`config.mk`:
```
export PLATFORM = sky130hd
export DESIGN_NAME = hz_ctrl_unit
export DESIGN_NICKNAME = d
export VERILOG_FILES = /design/src/rtl/hz_pkg.sv /design/src/rtl/hz_loaduse_det.sv /design/src/rtl/hz_ret_det.sv /design/src/rtl/hz_branch_det.sv /design/src/rtl/hz_arbiter.sv /design/src/rtl/hz_mode_reg.sv /design/src/rtl/hz_ctrl_unit.sv
export SDC_FILE = /design/constraint.sdc
export NUM_CORES = 1
export LEC_CHECK = 0
export BUFFER_PORTS_ARGS = -buffer_cell sky130_fd_sc_hd__clkbuf_2
export CAP_MARGIN = 30
export CORE_AREA = 2 2 39 41
export CTS_BUF_LIST = sky130_fd_sc_hd__clkbuf_16
export CTS_CLUSTER_DIAMETER = 80
export DETAILED_ROUTE_END_ITERATION = 16
export DIE_AREA = 0 0 41 43
export MAX_ROUTING_LAYER = met4
export PLACE_DENSITY = 0.72
export REMOVE_ABC_BUFFERS = 1
export SYNTH_ARGS = -nofsm -noshare
export SYNTH_HDL_FRONTEND = slang
export SYNTH_SLANG_ARGS = --single-unit
```
`constraint.sdc`:
```
create_clock -name clk -period 1.9 [get_ports clk]
set_input_delay 0.285 -clock clk [delete_from_list [all_inputs] [get_ports clk]]
set_output_delay 0.285 -clock clk [all_outputs]
set_load 0.005 [all_outputs]
```
`src/rtl/hz_pkg.sv`:
```
package hz_pkg;
    localparam int ICODE_W   = 4;
    localparam int REG_W     = 4;
    localparam int NUM_SRC   = 2;
    localparam int NUM_RSTG  = 3;
    localparam int MODE_W    = 2;

    localparam logic [REG_W-1:0]   NO_REG  = 4'h8;
    localparam logic [ICODE_W-1:0] OP_LOAD = 4'h5;
    localparam logic [ICODE_W-1:0] OP_JCC  = 4'h7;
    localparam logic [ICODE_W-1:0] OP_CALL = 4'h8;
    localparam logic [ICODE_W-1:0] OP_RET  = 4'h9;
    localparam logic [ICODE_W-1:0] OP_POP  = 4'hB;

    typedef enum logic [MODE_W-1:0] {
        MODE_RUN   = 2'd0,
        MODE_HOLD  = 2'd1,
        MODE_FLUSH = 2'd2
    } mode_t;

    function automatic logic reads_memory(input logic [ICODE_W-1:0] code);
        return (code == OP_LOAD) || (code == OP_POP);
    endfunction
endpackage

```
`src/rtl/hz_loaduse_det.sv`:
```
module hz_loaduse_det
    import hz_pkg::*;
(
    input  logic [ICODE_W-1:0] e_icode_i,
    input  logic [REG_W-1:0]   e_dst_i,
    input  logic [REG_W-1:0]   src_i [NUM_SRC],
    output logic               hit_o
);
    logic [NUM_SRC-1:0] match;
    logic               is_ld;

    assign is_ld = reads_memory(e_icode_i);

    for (genvar g = 0; g < NUM_SRC; g++) begin : g_src
        assign match[g] = (src_i[g] != NO_REG) && (src_i[g] == e_dst_i);
    end

    assign hit_o = is_ld && (|match);
endmodule

```
`src/rtl/hz_ret_det.sv`:
```
module hz_ret_det
    import hz_pkg::*;
(
    input  logic [ICODE_W-1:0] code_i [NUM_RSTG],
    output logic               hit_o
);
    logic [NUM_RSTG-1:0] in_stage;

    for (genvar g = 0; g < NUM_RSTG; g++) begin : g_stg
        assign in_stage[g] = (code_i[g] == OP_RET);
    end

    assign hit_o = |in_stage;
endmodule

```
`src/rtl/hz_branch_det.sv`:
```
module hz_branch_det
    import hz_pkg::*;
(
    input  logic [ICODE_W-1:0] e_icode_i,
    input  logic               taken_i,
    output logic               miss_o
);
    assign miss_o = (e_icode_i == OP_JCC) && !taken_i;
endmodule

```
`src/rtl/hz_arbiter.sv`:
```
module hz_arbiter (
    input  logic lu_i,
    input  logic miss_i,
    input  logic ret_i,
    output logic f_stall_o,
    output logic d_stall_o,
    output logic d_bubble_o,
    output logic e_bubble_o
);
    always_comb begin
        f_stall_o  = lu_i || ret_i;
        d_stall_o  = lu_i;
        // load-use outranks the return flush of decode
        d_bubble_o = miss_i || (ret_i && !lu_i);
        e_bubble_o = miss_i || lu_i;
    end
endmodule

```
`src/rtl/hz_mode_reg.sv`:
```
module hz_mode_reg
    import hz_pkg::*;
(
    input  logic              clk,
    input  logic              rst_n,
    input  logic              hold_i,
    input  logic              flush_i,
    output logic [MODE_W-1:0] mode_o
);
    mode_t state_q, state_d;

    always_ff @(posedge clk or negedge rst_n) begin
        if (!rst_n) state_q <= MODE_RUN;
        else        state_q <= state_d;
    end

    always_comb begin
        unique case ({hold_i, flush_i})
            2'b00:   state_d = MODE_RUN;
            2'b10:   state_d = MODE_HOLD;
            2'b01:   state_d = MODE_FLUSH;
            default: state_d = MODE_FLUSH;
        endcase
    end

    always_comb begin
        mode_o = state_q;
    end
endmodule

```
`src/rtl/hz_ctrl_unit.sv`:
```
module hz_ctrl_unit
    import hz_pkg::*;
(
    input  logic              clk,
    input  logic              rst_n,
    input  logic [3:0]        d_icode,
    input  logic [3:0]        e_icode,
    input  logic [3:0]        m_icode,
    input  logic [3:0]        d_src_a,
    input  logic [3:0]        d_src_b,
    input  logic [3:0]        e_dst_m,
    input  logic              e_taken,
    output logic              f_stall,
    output logic              d_stall,
    output logic              d_bubble,
    output logic              e_bubble,
    output logic [1:0]        f_mode_q,
    output logic [1:0]        d_mode_q,
    output logic [1:0]        e_mode_q
);
    logic [REG_W-1:0]   srcs  [NUM_SRC];
    logic [ICODE_W-1:0] codes [NUM_RSTG];
    logic lu_hit, ret_hit, br_miss;

    assign srcs[0]  = d_src_a;
    assign srcs[1]  = d_src_b;
    assign codes[0] = d_icode;
    assign codes[1] = e_icode;
    assign codes[2] = m_icode;

    hz_loaduse_det i_lu (
        .e_icode_i (e_icode),
        .e_dst_i   (e_dst_m),
        .src_i     (srcs),
        .hit_o     (lu_hit)
    );

    hz_ret_det i_ret (
        .code_i (codes),
        .hit_o  (ret_hit)
    );

    hz_branch_det i_br (
        .e_icode_i (e_icode),
        .taken_i   (e_taken),
        .miss_o    (br_miss)
    );

    hz_arbiter i_arb (
        .lu_i       (lu_hit),
        .miss_i     (br_miss),
        .ret_i      (ret_hit),
        .f_stall_o  (f_stall),
        .d_stall_o  (d_stall),
        .d_bubble_o (d_bubble),
        .e_bubble_o (e_bubble)
    );

    hz_mode_reg i_fmode (
        .clk     (clk),
        .rst_n   (rst_n),
        .hold_i  (f_stall),
        .flush_i (1'b0),
        .mode_o  (f_mode_q)
    );

    hz_mode_reg i_dmode (
        .clk     (clk),
        .rst_n   (rst_n),
        .hold_i  (d_stall),
        .flush_i (d_bubble),
        .mode_o  (d_mode_q)
    );

    hz_mode_reg i_emode (
        .clk     (clk),
        .rst_n   (rst_n),
        .hold_i  (1'b0),
        .flush_i (e_bubble),
        .mode_o  (e_mode_q)
    );
endmodule

```
==> flow_metrics.env <==
export IMPL_status="complete, no violations"
export IMPL_placed_area_um2=612
export IMPL_cp_buffers_inverters=2
export IMPL_wl_per_cell_um=10.9
export IMPL_antenna_found_initial=0
export IMPL_totalWireLength_mm=1.12
export IMPL_cp_top_family="simple AND/OR/NAND/NOR gates"
export IMPL_rsz0062_at_grt="no"
export IMPL_grt_use_total=0.165
export IMPL_initial_core_util=0.329
export IMPL_fin_crit_ps=1760
export IMPL_worstMarginPinSlew_ps=557
export IMPL_diodes=0
export IMPL_cts_sinks=4
export IMPL_path_clk_slew_ps=30
export IMPL_crit_start="d_src_a[0]"
export IMPL_drv_slew=0
export IMPL_synth_area_top_cells="dfrtp_1 (22%), xor2_1 (9.6%), nand2b_1 (6.9%)"
export IMPL_synth_area_leader_cell="dfrtp_1"
export IMPL_min_path_type="input pin to async pin"
export IMPL_end_kind="primary output"
export IMPL_viasPerCell=4.73
export IMPL_fin_nets=116
export IMPL_grt_pass1_vias=480
export IMPL_postCtsResizedCells=0
export IMPL_ys_ff_latch=4
export IMPL_mostFrequentLayoutCells="clkbuf_2 (34), xor2_1 (5), nand2b_1 (5)"
export IMPL_drive_above_1_share=0.460
export IMPL_syn_area_um2=455
export IMPL_cp_start_kind="input pin"
export IMPL_finalSetupViolCount=0
export IMPL_ys_async_sr_fraction=1.00
export IMPL_final_common_cell="clkbuf_2"
export IMPL_die_area_um2=1760
export IMPL_gr_total_overflow=0
export IMPL_postRouteAntennaNets=0
export IMPL_drt_iter0_drc=9
export IMPL_whs_ps=413
export IMPL_power_density_nw_per_um2=750
export IMPL_post_route_util=0.504
export IMPL_core_area_um2=1380
export IMPL_maxCapViolations=0
export IMPL_crit_path_max_fanout=4
export IMPL_crit_slowest_cell="nor4b_1"
export IMPL_numCtsBuffers=3
export IMPL_setup_tns_final_ps=0
export IMPL_netlist_area_leader_share=0.220
export IMPL_avgSynthCellArea_um2=8.76
export IMPL_ys_seq_area_frac=0.220
export IMPL_grt_pass1_wl_mm=1.91
export IMPL_io_buffers=34
export IMPL_io_pins=37
export IMPL_cpMostUsedCell="clkbuf_2"
export IMPL_dp_hpwl_um=894
export IMPL_yosysWarnings=0
export IMPL_period_share=0.928
export IMPL_cts_tree="yes"
export IMPL_die_h_um=43
export IMPL_cts_setup_buffers=0
export IMPL_dieWidth_um=41
export IMPL_finalInstanceArea_um2=697
export IMPL_h_tree_depth=1
export IMPL_cts_buffer_depth=2
export IMPL_grt_max_degree=8
export IMPL_crit_chain="clkbuf_2 > nor4b_1 > nor3_1 > and4b_1 > a41oi_2 > a21o_1 > clkbuf_2"
export IMPL_vias=487
export IMPL_drc=0
export IMPL_fmax_mhz=567
export IMPL_cp_data_required_time_ps=1620
export IMPL_critical_path_depth=7
export IMPL_ys_types=28
export IMPL_vdd_drop_max_mv=0.210
export IMPL_synth_main_ff_cell="dfrtp_1"
export IMPL_dr_pass1_iters=3
export IMPL_place_congestion=0.770
export IMPL_rows=14
export IMPL_crit_type="input pin to primary output"
export IMPL_syn2layout_area_growth_pct=53.0
export IMPL_root_buffer="clkbuf_16"
export IMPL_cpPeakStageDelay_ps=310
export IMPL_finalHoldViolations=0
export IMPL_p_leak_uw=0.000366
export IMPL_relSlewSlack=0.624
export IMPL_arrival_ps=1480
export IMPL_synthCells=52
export IMPL_crit_end="d_bubble"
export IMPL_synth_enable_flop_cells=0
-- registers in the layout (all words and copies together) (netlist names) --
signal	flops
i_dmode.mode_o	2
i_fmode.mode_o	1
i_emode.mode_o	1
-- layout make-up --
| type | instances | area (um2) |
|---|---|---|
| timing repair buffer | 35 | 180 |
| clock buffer | 3 | 75.1 |
| tap | 16 | 20.0 |
| sequential | 4 | 100 |
| fill | 133 | 687 |
| multi-input combinational | 44 | 318 |
| inverter | 1 | 3.75 |
-- Yosys cell counts, types with 2 or more instances --
| library cell | n |
|---|---|
| nand2b_1 | 5 |
| dfrtp_1 | 4 |
| nand2_1 | 2 |
| nor3_1 | 2 |
| buf_6 | 2 |
| xnor2_1 | 3 |
| buf_4 | 2 |
| xor2_1 | 5 |
| o21ai_0 | 2 |
| nor4b_1 | 3 |
| o21a_1 | 2 |
| a21o_1 | 2 |
| nor2_1 | 2 |
| nor4bb_1 | 2 |
-- repair_timing --
action | in CTS | in global routing
hold endpoints to repair | 4 | 0
setup endpoints to repair | 0 | 0
hold buffers | 1 | 0
-- stage by stage --
stage | power, uW | worst slack, ps | instances
global route | 552 | 59.3 | 103
finish | 523 | 137 | 103
CTS | 531 | 142 | 103
detailed placement | 191 | 146 | 99
global placement | 190 | 175 | 99
floorplan | 139 | 459 | 49
-- cells by family after synthesis --
group	count (synthesis)	synth area share
compound gates	13	0.225
xor+xnor	8	0.154
buf+inv	5	0.0906
flops	4	0.220
simple gates	21	0.302
other cells	1	0.00823
-- report_power, final --
| group | leakage (uW) | internal (uW) | switching [uW] |
|---|---|---|---|
| registers | 0.0000540 | 90.2 | 1.45 |
| clock network | 0.0000370 | 269 | 61.2 |
| logic | 0.000275 | 52.1 | 48.9 |
-- worst min path at each step --
stage	endpoint	cells past startpoint	start
after floorplan	i_dmode.mode_o[0]	0	rst_n
after global placement	i_fmode.mode_o[0]	1	rst_n
after detailed placement	i_fmode.mode_o[0]	1	rst_n
after CTS	i_fmode.mode_o[0]	2	rst_n
after global routing	i_dmode.mode_o[1]	3	e_taken
final	i_fmode.mode_o[0]	2	rst_n
-- routing by layer --
| layer | global-route usage | wire length [um] | vias up |
|---|---|---|---|
| li1 | - | - | 255 |
| met1 | 0.179 | 493 | 215 |
| met2 | 0.250 | 545 | 15 |
| met3 | 0.0366 | 72 | 2 |
| met4 | 0.120 | 11 | 0 |
| met5 | - | 0 | - |
(Power assumes the default switching activity.)
